## src/rtl/gpb_pkg.sv

```systemverilog
package gpb_pkg;
   localparam int unsigned BYTE_W     = 8;
   localparam int unsigned CFG_DIR_B  = 0;
   localparam int unsigned CFG_INV_B  = 1;
   localparam int unsigned CFG_OD_B   = 7;

   typedef struct packed {
      logic od;    // 1 = open-drain
      logic inv;   // 1 = polarity inverted
      logic dir;   // 1 = input
   } pin_cfg_t;

   localparam pin_cfg_t CFG_RESET = '{od: 1'b0, inv: 1'b0, dir: 1'b1};

   function automatic logic [BYTE_W-1:0] cfg_to_byte(input pin_cfg_t c);
      logic [BYTE_W-1:0] b;
      b = '0;
      b[CFG_DIR_B] = c.dir;
      b[CFG_INV_B] = c.inv;
      b[CFG_OD_B]  = c.od;
      return b;
   endfunction

   function automatic pin_cfg_t byte_to_cfg(input logic [BYTE_W-1:0] b);
      pin_cfg_t c;
      c.dir = b[CFG_DIR_B];
      c.inv = b[CFG_INV_B];
      c.od  = b[CFG_OD_B];
      return c;
   endfunction
endpackage

```

## src/rtl/gpb_decode.sv

```systemverilog
module gpb_decode #(
   parameter int unsigned        NPIN      = 8,
   parameter int unsigned        AW        = 8,
   parameter logic [AW-1:0]      DATA_ADDR = 8'h4E,
   parameter logic [NPIN*AW-1:0] CFG_ADDRS = '0
) (
   input  logic [AW-1:0]   addr,
   output logic            data_sel,
   output logic [NPIN-1:0] cfg_sel
);
   assign data_sel = (addr == DATA_ADDR);

   for (genvar i = 0; i < NPIN; i++) begin : g_sel
      localparam logic [AW-1:0] ENTRY = CFG_ADDRS[i*AW +: AW];
      if (ENTRY == '0) begin : g_absent
         assign cfg_sel[i] = 1'b0;
      end else begin : g_present
         assign cfg_sel[i] = (addr == ENTRY);
      end
   end
endmodule

```

## src/rtl/gpb_sync.sv

```systemverilog
module gpb_sync #(
   parameter int unsigned W      = 8,
   parameter int unsigned STAGES = 2
) (
   input  logic         clk,
   input  logic         rst_n,
   input  logic [W-1:0] d,
   output logic [W-1:0] q
);
   logic [W-1:0] stage_q [STAGES];

   if (STAGES < 2) begin : g_bad_depth
      $error("gpb_sync: STAGES must be at least 2");
   end

   always_ff @(posedge clk or negedge rst_n) begin
      if (!rst_n) begin
         for (int s = 0; s < STAGES; s++) stage_q[s] <= '0;
      end else begin
         stage_q[0] <= d;
         for (int s = 1; s < STAGES; s++) stage_q[s] <= stage_q[s-1];
      end
   end

   assign q = stage_q[STAGES-1];
endmodule

```

## src/rtl/gpb_pin.sv

```systemverilog
module gpb_pin
   import gpb_pkg::*;
#(
   parameter bit PRESENT = 1'b1
) (
   input  logic              clk,
   input  logic              rst_n,
   input  logic              cfg_we,
   input  logic              data_we,
   input  logic [BYTE_W-1:0] wr_byte,
   input  logic              wr_bit,
   input  logic              sync_lvl,
   output logic [BYTE_W-1:0] cfg_byte,
   output logic              rd_bit,
   output logic              pad_out,
   output logic              pad_oe
);
   if (PRESENT) begin : g_present
      pin_cfg_t cfg_q;
      logic     latch_q;
      logic     drive;

      always_ff @(posedge clk or negedge rst_n) begin
         if (!rst_n) begin
            cfg_q   <= CFG_RESET;
            latch_q <= 1'b0;
         end else begin
            if (cfg_we)  cfg_q   <= byte_to_cfg(wr_byte);
            if (data_we) latch_q <= wr_bit;
         end
      end

      assign drive = latch_q ^ cfg_q.inv;

      always_comb begin
         if (cfg_q.dir) begin
            pad_oe  = 1'b0;
            pad_out = 1'b0;
         end else if (cfg_q.od) begin
            pad_oe  = ~drive;
            pad_out = 1'b0;
         end else begin
            pad_oe  = 1'b1;
            pad_out = drive;
         end
      end

      assign rd_bit   = cfg_q.dir ? (sync_lvl ^ cfg_q.inv) : latch_q;
      assign cfg_byte = cfg_to_byte(cfg_q);
   end else begin : g_absent
      logic unused_absent;
      assign unused_absent = ^{clk, rst_n, cfg_we, data_we, wr_byte, wr_bit, sync_lvl};
      assign cfg_byte = '0;
      assign rd_bit   = 1'b0;
      assign pad_out  = 1'b0;
      assign pad_oe   = 1'b0;
   end
endmodule

```

## src/rtl/gpio_cfg_bank.sv

```systemverilog
module gpio_cfg_bank
   import gpb_pkg::*;
#(
   parameter int unsigned        NPIN        = 8,
   parameter int unsigned        AW          = 8,
   parameter int unsigned        SYNC_STAGES = 2,
   parameter logic [AW-1:0]      DATA_ADDR   = 8'h4E,
   parameter logic [NPIN*AW-1:0] CFG_ADDRS   =
      {8'h73, 8'h72, 8'h6F, 8'h6E, 8'h00, 8'h3D, 8'h00, 8'h3B}
) (
   input  logic            clk,
   input  logic            rst_n,
   input  logic            req_valid,
   input  logic            req_write,
   input  logic [AW-1:0]   req_addr,
   input  logic [7:0]      req_wdata,
   output logic [7:0]      rd_data,
   output logic            rd_hit,
   input  logic [NPIN-1:0] pad_in,
   output logic [NPIN-1:0] pad_out,
   output logic [NPIN-1:0] pad_oe
);
   if (NPIN < 1 || NPIN > BYTE_W) begin : g_bad_npin
      $error("gpio_cfg_bank: NPIN must be 1..8");
   end
   if (DATA_ADDR == '0) begin : g_bad_data_addr
      $error("gpio_cfg_bank: DATA_ADDR must be nonzero");
   end

   logic              data_sel;
   logic [NPIN-1:0]   cfg_sel;
   logic [NPIN-1:0]   pad_sync;
   logic [NPIN-1:0]   pin_rd;
   logic [BYTE_W-1:0] cfg_bytes [NPIN];
   logic              wr_go;
   logic              rd_go;
   logic [BYTE_W-1:0] rd_mux;

   assign wr_go = req_valid &  req_write;
   assign rd_go = req_valid & ~req_write;

   gpb_decode #(
      .NPIN(NPIN), .AW(AW), .DATA_ADDR(DATA_ADDR), .CFG_ADDRS(CFG_ADDRS)
   ) decode_i (
      .addr(req_addr), .data_sel(data_sel), .cfg_sel(cfg_sel)
   );

   gpb_sync #(.W(NPIN), .STAGES(SYNC_STAGES)) sync_i (
      .clk(clk), .rst_n(rst_n), .d(pad_in), .q(pad_sync)
   );

   for (genvar i = 0; i < NPIN; i++) begin : g_pin
      gpb_pin #(.PRESENT(CFG_ADDRS[i*AW +: AW] != '0)) pin_i (
         .clk(clk),
         .rst_n(rst_n),
         .cfg_we(wr_go & cfg_sel[i]),
         .data_we(wr_go & data_sel),
         .wr_byte(req_wdata),
         .wr_bit(req_wdata[i]),
         .sync_lvl(pad_sync[i]),
         .cfg_byte(cfg_bytes[i]),
         .rd_bit(pin_rd[i]),
         .pad_out(pad_out[i]),
         .pad_oe(pad_oe[i])
      );
   end

   always_comb begin
      rd_mux = '0;
      if (data_sel) begin
         for (int i = 0; i < NPIN; i++) rd_mux[i] = pin_rd[i];
      end
      for (int i = 0; i < NPIN; i++) begin
         if (cfg_sel[i]) rd_mux = rd_mux | cfg_bytes[i];
      end
   end

   always_ff @(posedge clk or negedge rst_n) begin
      if (!rst_n) begin
         rd_data <= '0;
         rd_hit  <= 1'b0;
      end else begin
         rd_data <= rd_go ? rd_mux : '0;
         rd_hit  <= rd_go & (data_sel | (|cfg_sel));
      end
   end
endmodule

```

## config.mk

```make
export PLATFORM = sky130hd
export DESIGN_NAME = gpio_cfg_bank
export DESIGN_NICKNAME = d
export VERILOG_FILES = /design/src/rtl/gpb_pkg.sv /design/src/rtl/gpb_decode.sv /design/src/rtl/gpb_sync.sv /design/src/rtl/gpb_pin.sv /design/src/rtl/gpio_cfg_bank.sv
export SDC_FILE = /design/constraint.sdc
export NUM_CORES = 1
export LEC_CHECK = 0
export ABC_AREA = 1
export CAP_MARGIN = 20
export CORE_MARGIN = 2
export CORE_UTILIZATION = 35
export CTS_CLUSTER_DIAMETER = 80
export CTS_CLUSTER_SIZE = 12
export DETAILED_ROUTE_END_ITERATION = 10
export SYNTH_ARGS = -nofsm -noshare
export SYNTH_HDL_FRONTEND = slang
export SYNTH_SLANG_ARGS = --single-unit
```

## constraint.sdc

```tcl
create_clock -name clk -period 1 [get_ports clk]
set_clock_uncertainty 0.1 [all_clocks]
set_input_delay 0.2 -clock clk [delete_from_list [all_inputs] [get_ports clk]]
set_output_delay 0.2 -clock clk [all_outputs]
set_load 0.1 [all_outputs]
```

==> flow_summary_export.csv, run 1 <==
group,metric,value,unit
layout,num_antenna_cells,0,
power_and_ir_drop,leakage,1.80,nW
clock_network,cts_root_buffer,"clkbuf_8",
grt,use_met1,22.1,%
power_and_ir_drop,p_per_area,1090,mW/mm²
sta,whs,0.219,ns
route,drt_iter0_drc,100,
power_and_ir_drop,combinationalPowerShare,19.7,%
power_and_ir_drop,max-vdd-ir-drop,0.898,mV
clock_network,clk_latency,0.31,ns
grt,grt_pass1_wl,9100,µm
synth,avgSynthCellArea,8.52,µm²
layout,layout.nets,381,
layout,final_cell_mix,"41 x nand2_1, 34 x buf_4, 30 x dfrtp_1",
die,rows,29,
grt,antenna_found_initial,0,
power_and_ir_drop,intPower,2.93,mW
die,die_h,85.5,µm
sta,hold_viol_final,0,
sta,setup_violations,29,
placement,place_congestion,0.890,
route,routed_wl,5620,µm
worst_hold_path,worstHoldPathType,"in -> reg",
worst_setup_path,critPathMaxStageDelay,0.42,ns
sta,fin_ws,-0.655,ns
synth,synthesis.area,0.00233,mm²
grt,track_usage,16.1,%
die,ios,53,
clock_network,cts_tree,"done",
clock_network,cts_sinks,44,
layout,layout-drive-gt1-share,48.6,%
power_and_ir_drop,switching_power,1.19,mW
clock_network,cts_buffer_depth,2,
placement,io_buffers,44,
sta,rsz0062_at_grt,"true",
layout,area_delta_synth_final,62.3,%
synth,syn_inst,273,
sta,tns,-10.38,ns
sta,fin_crit,1.66,ns
power_and_ir_drop,total_power,4.12,mW
worst_setup_path,r2r_slack,-0.32,ns
grt,grt_overflow,0,
status,status,"complete, but fails checks",
worst_setup_path,start_kind,"register",
worst_setup_path,path_buf_inv,2,
route,drtAntennaViolNets,0,
layout,mostFrequentLayoutCell,"nand2_1",
grt,grtUsageMet3,3.66,%
grt,use_met2,25.7,%
power_and_ir_drop,p_seq_share,46.3,%
sta,max_clock_freq,604,MHz
synth,netlist-cell-type-count,21,
worst_setup_path,path_max_fanout,2,
power_and_ir_drop,clockPowerShare,34.1,%
sta,period_share,166,%
placement,pre_cts_ws,-0.722,ns
clock_network,h-tree-depth,2,
grt,grt_max_degree,45,
worst_setup_path,path_delay_family,"flip-flops",
worst_setup_path,worstPathArrival,1.36,ns
clock_network,cts_buffers,5,
status,violations,"negative setup slack",
die,fp.dieW,85.5,µm
placement,hpwlAfterDp,3950,µm
grt,grt_pass1_vias,1954,
clock_network,clk_pin_slew_worst_paths,0.09,ns
worst_setup_path,critPathCaptureType,"output port",
sta,slew_viol_final,0,
route,drtPass1Iterations,4,
route,drc_errors,0,
route,routedWlPerCell,13.0,µm
synth,ys_seq_area_share,47.6,%
route,via_per_inst,4.66,
grt,busiest_layer,"met2",
synth,ys_seq_elements,44,
flow_run,maxCapViolations,0,
route,dr_total_vias,2007,
worst_setup_path,critPathKind,"reg -> out",
layout,final_util,59.1,%
worst_setup_path,cp_slowest_cell,"dfrtp_1",
die,core,0.00639,mm²
die,die_area,0.00732,mm²
worst_setup_path,cp_cell_sequence,"xnor2_2, nor3_2, buf_4, buf_12",
power_and_ir_drop,p_sw_share,28.8,%
synth,ys_warn_count,0,
worst_setup_path,critical_path_required,0.70,ns
die,start_util,36.4,%
## power groups by stage
stage | sequential [mW] | combinational [mW] | clock [mW]
detailed placement | 1.93 | 0.684 | 0
global route | 1.92 | 0.864 | 1.51
CTS | 1.91 | 0.713 | 1.43
finish | 1.91 | 0.810 | 1.40
global placement | 1.93 | 0.682 | 0
floorplan | 1.93 | 0.396 | 0
## path summary, 6_finish.rpt
path | from | depth (start not counted) | end
worst max-delay path | g_pin[4].pin_i.g_present.latch_q$_DFFE_PN0P_ | 4 | pad_out[4]
worst min-delay path | pad_in[5] | 1 | sync_i.stage_q[13]$_DFF_PN0_
worst max register to register | g_pin[7].pin_i.cfg_byte[0]$_DFFE_PN1P_ | 7 | rd_data[7]$_DFF_PN0_
worst min register to register | sync_i.stage_q[13]$_DFF_PN0_ | 0 | sync_i.q[5]$_DFF_PN0_
max in group asynchronous | rst_n | 3 | g_pin[7].pin_i.cfg_byte[0]$_DFFE_PN1P_
min in group asynchronous | rst_n | 3 | g_pin[4].pin_i.g_present.latch_q$_DFFE_PN0P_
## flip-flops by register name (all words and copies together), names as in the netlist
| register | cells |
|---|---|
| sync_i.q | 6 |
| rd_hit | 1 |
| sync_i.stage_q | 6 |
| g_pin.pin_i.g_present.latch_q | 6 |
| rd_data | 7 |
| g_pin.pin_i.cfg_byte | 18 |
## timing repair
action,CTS,global route
buffers inserted,2,10
hold buffers,1,0
resized for setup,62,67
pin swaps,17,39
setup endpoints to repair,52,52
endpoints found under the hold margin,38,0
## area by class of cell
type                       count  area (µm²)
tap                           77        96.3
clock inverter                 3        47.5
inverter                      26         120
sequential                    44        1120
multi-input combinational    189        1300
clock buffer                   5        68.8
timing repair buffer          87        1030
fill                         539        2610
## Yosys cell counts
cell type | instances | area share (%)
nand2_1 | 53 | 8.5
dfrtp_1 | 38 | 41
nor2_1 | 31 | 5.0
inv_1 | 26 | 4.2
o21ai_0 | 23 | 4.9
nand3_1 | 20 | 4.3
buf_4 | 17 | 5.5
xnor2_1 | 10 | 3.8
nor2_4 | 9 | 4.4
a21oi_1 | 8 | 1.7
nand2_2 | 8 | 2.2
dfstp_2 | 6 | 6.8
nor2_2 | 6 | 1.6
nor3_1 | 6 | 1.3
nand2_4 | 3 | 1.5
nor2_8 | 2 | 1.7
o21ai_1 | 2 | 0.43
xor2_1 | 2 | 0.75
and3_1 | 1 | 0.27
buf_2 | 1 | 0.21
conb_1 | 1 | 0.16
## routing by layer
layer | up-vias | share of wire [%]
li1 | 1001 | -
met2 | 52 | 49
met4 | 0 | 1.2
met5 | - | 0
met1 | 949 | 45
met3 | 5 | 4.5
## per-stage QoR
step / std cells / instance area [µm²]
3_5_place_dp: 410 / 3240
3_3_place_gp: 410 / 3240
4_1_cts: 421 / 3470
5_1_grt: 431 / 3780
2_1_floorplan: 277 / 2440
6_report: 431 / 3780
## cells by family (layout without fill, tap and decap cells)
group                  after synthesis  after routing  share of synthesized area [%]
flip-flops                          44             44                           47.6
XOR/XNOR                            12             12                           4.52
AND/OR/NAND/NOR                    139            139                           30.7
AO/OA/AOI/OAI                       33             33                           7.10
buffers and inverters               44            121                           9.89
other                                1              5                          0.161
(Power assumes the default switching activity.)
==> inputs of run 2 (changes only) <==
--- a/config.mk
+++ b/config.mk
@@ -7,7 +7,7 @@
 export LEC_CHECK = 0
 export ABC_AREA = 1
 export CAP_MARGIN = 20
-export CORE_MARGIN = 2
+export CORE_MARGIN = 4
 export CORE_UTILIZATION = 35
 export CTS_CLUSTER_DIAMETER = 80
 export CTS_CLUSTER_SIZE = 12
==> constraint.sdc (replaced) <==
create_clock -name clk -period 1.7 [get_ports clk]
set_clock_uncertainty 0.1 [all_clocks]
set_input_delay 0.34 -clock clk [delete_from_list [all_inputs] [get_ports clk]]
set_output_delay 0.34 -clock clk [all_outputs]
set_load 0.1 [all_outputs]
==> run 2 against run 1 <==
The run still ends with negative setup slack left. Die area grew 9.6%. Sequential power shrank 41%. Routed wire length shrank 8.1%. Largest power group unchanged.
==> flow_summary_export.csv, run 2 (synthesized netlist as in run 1, its figures left out) <==
group,metric,value,unit
sta,whs,0.252,ns
route,routed_wl,5160,µm
layout,instances_no_fill,400,
sta,setup_violations,11,
sta,slew_viol_final,0,
clock_network,cts_buffer_depth,2,
sta,fin_ws,-0.122,ns
layout,mostFrequentLayoutCell,"nand2_1",
placement,hpwlAfterDp,3900,µm
clock_network,clk_pin_slew_worst_paths,0.08,ns
clock_network,h-tree-depth,2,
layout,layout.nets,350,
power_and_ir_drop,clockPowerShare,32.4,%
grt,antenna_found_initial,0,
clock_network,cts_sinks,44,
power_and_ir_drop,p_sw_share,27.9,%
grt,grt_overflow,0,
sta,fin_crit,1.82,ns
flow_run,maxCapViolations,0,
power_and_ir_drop,combinationalPowerShare,16.9,%
route,dr_total_vias,1838,
power_and_ir_drop,intPower,1.60,mW
worst_setup_path,critPathKind,"reg -> out",
status,status,"complete, but fails checks",
route,drt_iter0_drc,89,
power_and_ir_drop,p_per_area,683,mW/mm²
placement,dp.cells,387,
layout,area_delta_synth_final,39.2,%
layout,final_util,50.7,%
layout,layout-drive-gt1-share,28.8,%
layout,final_cell_mix,"53 x nand2_1, 36 x dfrtp_1, 26 x inv_1",
worst_setup_path,path_delay_family,"flip-flops",
die,die_area,0.00802,mm²
worst_setup_path,critPathCaptureType,"output port",
placement,io_buffers,44,
worst_setup_path,critical_path_required,1.26,ns
grt,track_usage,14.5,%
die,fp.dieW,89.5,µm
route,drtAntennaViolNets,0,
die,core,0.00639,mm²
grt,grt_pass1_vias,1818,
worst_setup_path,start_kind,"register",
die,die_h,89.5,µm
route,drc_errors,0,
worst_setup_path,worstPathArrival,1.38,ns
die,start_util,36.4,%
worst_setup_path,cp_slowest_cell,"dfrtp_1",
placement,pre_cts_ws,-0.213,ns
grt,grt_max_degree,22,
sta,hold_viol_final,0,
clock_network,clk_latency,0.30,ns
die,rows,29,
sta,period_share,107,%
worst_hold_path,worstHoldPathType,"reg -> reg",
clock_network,cts_buffers,5,
clock_network,cts_root_buffer,"clkbuf_8",
die,ios,53,
status,violations,"negative setup slack",
layout,num_antenna_cells,0,
sta,max_clock_freq,549,MHz
worst_setup_path,cp_cell_sequence,"xnor2_2, nor3_2, buf_4, buf_12",
route,drtPass1Iterations,4,
power_and_ir_drop,switching_power,0.617,mW
route,routedWlPerCell,12.9,µm
layout,fill_cells,579,
placement,place_congestion,0.823,
worst_setup_path,critPathMaxStageDelay,0.42,ns
worst_setup_path,path_buf_inv,2,
power_and_ir_drop,p_seq_share,50.7,%
layout,largest_register_ffs,18,
power_and_ir_drop,leakage,1.51,nW
route,via_per_inst,4.60,
grt,grt_pass1_wl,8710,µm
power_and_ir_drop,max-vdd-ir-drop,0.368,mV
worst_setup_path,path_max_fanout,3,
sta,tns,-0.523,ns
sta,rsz0062_at_grt,"true",
clock_network,cts_tree,"done",
==> run 2: metrics by stage <==
| step | instance area [µm²] | power [mW] |
|---|---|---|
| after floorplan | 2340 | 1.35 |
| after global placement | 3010 | 1.49 |
| after detailed placement | 3010 | 1.50 |
| after CTS | 3220 | 2.24 |
| after global routing | 3240 | 2.33 |
| final | 3240 | 2.21 |
==> run 2: worst paths after layout <==
path	startpoint	slack, ns	endpoint	cells after the start
max	g_pin[4].pin_i.g_present.latch_q$_DFFE_PN0P_	-0.12	pad_out[4]	4
min	sync_i.stage_q[14]$_DFF_PN0_	0.25	sync_i.q[6]$_DFF_PN0_	0
min in group asynchronous	rst_n	0.38	sync_i.stage_q[12]$_DFF_PN0_	2
min reg2reg	sync_i.stage_q[14]$_DFF_PN0_	0.25	sync_i.q[6]$_DFF_PN0_	0
max in group asynchronous	rst_n	0.56	g_pin[0].pin_i.cfg_byte[0]$_DFFE_PN1P_	3
max reg2reg	g_pin[0].pin_i.cfg_byte[1]$_DFFE_PN0P_	0.46	rd_data[0]$_DFF_PN0_	6
==> run 2: routing by layer <==
layer,share of wire (%),wire [µm],vias to the layer above,global-route usage (%)
met5,0,0,-,0
met4,1.7,90,0,4.87
met3,5.4,277,8,3.96
met2,46,2370,43,22.2
met1,47,2430,846,19.8
li1,-,-,941,-
==> run 2: final cells by class <==
cell class / instances / area (µm²) / area share (%)
repair buffers: 56 / 741 / 22.9
clock buffers: 8 / 100 / 3.09
multi-input cells: 189 / 1090 / 33.8
inverters: 26 / 97.6 / 3.01
flip-flops and latches: 44 / 1110 / 34.3
well taps: 77 / 96.3 / 2.97
==> run 2: power by group through the flow <==
stage	Combinational, mW	Clock (mW)	Sequential (mW)
finish	0.374	0.717	1.12
global route	0.405	0.799	1.13
CTS	0.374	0.741	1.12
detailed placement	0.357	0	1.14
global placement	0.355	0	1.14
floorplan	0.219	0	1.13
==> run 2: repair_timing <==
item / CTS / global route
pin swaps: 1 / 5
cloned: 0 / 0
gates resized for setup: 18 / 2
endpoints found under the hold margin: 12 / 0
setup buffers: 3 / 1
endpoints found under the setup margin: 12 / 12
hold buffers: 1 / 0
==> run 2: worst register-to-register path, cell delays in order (launching register included) <==
cell,delay [ns]
dfrtp_2,0.43
buf_4,0.15
xor2_1,0.15
nor2_1,0.09
nor2_1,0.05
nor2_1,0.09
a21oi_1,0.07
==> inputs of run 3 (changes only) <==
--- a/config.mk
+++ b/config.mk
@@ -6,7 +6,7 @@
 export NUM_CORES = 1
 export LEC_CHECK = 0
 export ABC_AREA = 1
-export CAP_MARGIN = 20
+export CORE_ASPECT_RATIO = 1.2
 export CORE_MARGIN = 4
 export CORE_UTILIZATION = 35
 export CTS_CLUSTER_DIAMETER = 80
==> run 3 against run 2 <==
The run still ends with negative setup slack left. Count of clock-buffer cells in the layout decreased by 2. Worst hold slack gained 0.0011 ns. Routed wire length is 0.66% higher. First-iteration DRC count down 19%. Clock power down 2.9%. Critical path depth did not move. Sequential share of layout area down 0.26 points. Critical endpoint unchanged.
==> flow_summary_export.csv, run 3 (synthesized netlist as in run 1, its figures left out) <==
group,metric,value,unit
sta,rsz0062_at_grt,"true",
layout,area_delta_synth_final,40.3,%
worst_setup_path,worstPathArrival,1.33,ns
worst_setup_path,critPathMaxStageDelay,0.41,ns
clock_network,clk_latency,0.30,ns
die,die_area,0.00802,mm²
clock_network,clk_pin_slew_worst_paths,0.08,ns
status,status,"complete, but fails checks",
clock_network,cts_buffer_depth,2,
layout,layout-drive-gt1-share,29.4,%
layout,mostFrequentLayoutCell,"nand2_1",
grt,grt_max_degree,27,
layout,num_antenna_cells,0,
route,drtAntennaViolNets,0,
grt,track_usage,14.2,%
layout,layout.nets,354,
die,core,0.00645,mm²
worst_hold_path,worstHoldPathType,"reg -> reg",
clock_network,cts_tree,"done",
die,ios,53,
worst_setup_path,reg2regPathDepth,6,
layout,largest_register_ffs,18,
die,fp.dieW,82.4,µm
power_and_ir_drop,p_per_area,672,mW/mm²
power_and_ir_drop,total_power,2.19,mW
route,routedWlPerCell,12.6,µm
status,violations,"negative setup slack",
placement,hpwlAfterDp,3940,µm
sta,fin_crit,1.77,ns
worst_setup_path,critical_path_required,1.26,ns
die,die_h,97.3,µm
route,dr_total_vias,1837,
clock_network,h-tree-depth,2,
placement,place_congestion,0.805,
clock_network,cts_root_buffer,"clkbuf_8",
power_and_ir_drop,max-vdd-ir-drop,0.461,mV
sta,setup_violations,11,
clock_network,cts_buffers,5,
grt,antenna_found_initial,0,
grt,grt_pass1_vias,1826,
route,routed_wl,5190,µm
route,drtPass1Iterations,4,
sta,period_share,104,%
worst_setup_path,cp_cell_sequence,"xnor2_1, nor3_1, buf_4, buf_12",
die,start_util,36.1,%
sta,hold_viol_final,0,
sta,whs,0.253,ns
route,drc_errors,0,
route,drt_iter0_drc,72,
grt,grt_overflow,0,
placement,io_buffers,44,
worst_setup_path,start_kind,"register",
route,via_per_inst,4.46,
worst_setup_path,critPathKind,"reg -> out",
sta,fin_ws,-0.0730,ns
worst_hold_path,min_path_cells,0,
sta,max_clock_freq,564,MHz
power_and_ir_drop,leakage,1.52,nW
worst_setup_path,critPathCaptureType,"output port",
clock_network,cts_sinks,44,
flow_run,maxCapViolations,0,
sta,tns,-0.449,ns
grt,grt_pass1_wl,8740,µm
sta,slew_viol_final,0,
layout,final_cell_mix,"53 x nand2_1, 36 x dfrtp_1, 26 x inv_1",
worst_setup_path,path_max_fanout,3,
die,rows,32,
worst_setup_path,cp_slowest_cell,"dfrtp_1",
run 3: cell count changes in the layout (fill, tap and decap cells not counted):
cell | before | now
buf_4 | 10 | 14
clkbuf_1 | 1 | 0
xnor2_2 | 6 | 5
xnor2_1 | 4 | 5
clkbuf_8 | 7 | 6
clkinvlp_4 | 0 | 2
nor3_1 | 0 | 1
nor3_2 | 6 | 5
run 3: timing repair:
item / in CTS / in global routing
gates resized for setup: 18 / 0
setup buffers: 5 / 1
hold buffers: 1 / 0
pin swaps: 2 / 4
endpoints found under the hold margin: 15 / 0
gates cloned: 0 / 0
setup endpoints to repair: 12 / 12
run 3: stage by stage:
| step | instance area, µm² | setup slack (ns) | util (%) | cells |
|---|---|---|---|---|
| floorplan | 2340 | 0.260 | - | 277 |
| detailed placement | 3030 | -0.180 | 47.0 | 397 |
| global route | 3260 | -0.148 | 50.6 | 412 |
| global placement | 3030 | -0.134 | 47.0 | 397 |
| finish | 3260 | -0.0730 | 50.6 | 412 |
| CTS | 3260 | -0.124 | 50.5 | 411 |
run 3: report_power, final:
part / switching (mW) / total (mW) / internal, mW
Clock: 0.367 / 0.696 / 0.329
Combinational: 0.237 / 0.376 / 0.139
Sequential: 0.0325 / 1.12 / 1.09
run 3: layout make-up:
type,instances,area (µm²)
clock buffers,6,82.6
clock inverters,2,15.0
repair buffers,60,771
well taps,85,106
fillers,620,3180
flip-flops and latches,44,1110
multi-input cells,189,1080
inverters,26,97.6
run 3: per-layer routing:
metal / global-route usage, % / routed length, µm / vias up / part of all wire, %
li1: - / - / 945 / -
met1: 19.1 / 2370 / 843 / 46
met2: 22.5 / 2460 / 43 / 47
met3: 2.78 / 282 / 6 / 5.4
met4: 4.22 / 76 / 0 / 1.5
met5: 0 / 0 / - / 0
run 3: worst max-delay path: cells and delay by family (launching register included):
kind | cells | cell delay (ns)
DFF | 1 | 0.41
buffers and inverters | 2 | 0.32
and+or+nand+nor | 1 | 0.17
xor gates and xnor gates | 1 | 0.14
run 3: final timing paths:
check | startpoint | endpoint | slack [ns]
setup reg to reg | g_pin[0].pin_i.cfg_byte[0]$_DFFE_PN1P_ | rd_data[0]$_DFF_PN0_ | 0.41
min in group asynchronous | rst_n | sync_i.q[6]$_DFF_PN0_ | 0.42
max in group asynchronous | rst_n | g_pin[2].pin_i.cfg_byte[0]$_DFFE_PN1P_ | 0.51
setup / recovery | g_pin[4].pin_i.g_present.latch_q$_DFFE_PN0P_ | pad_out[4] | -0.07
hold / removal | sync_i.stage_q[8]$_DFF_PN0_ | sync_i.q[0]$_DFF_PN0_ | 0.25
hold reg to reg | sync_i.stage_q[8]$_DFF_PN0_ | sync_i.q[0]$_DFF_PN0_ | 0.25
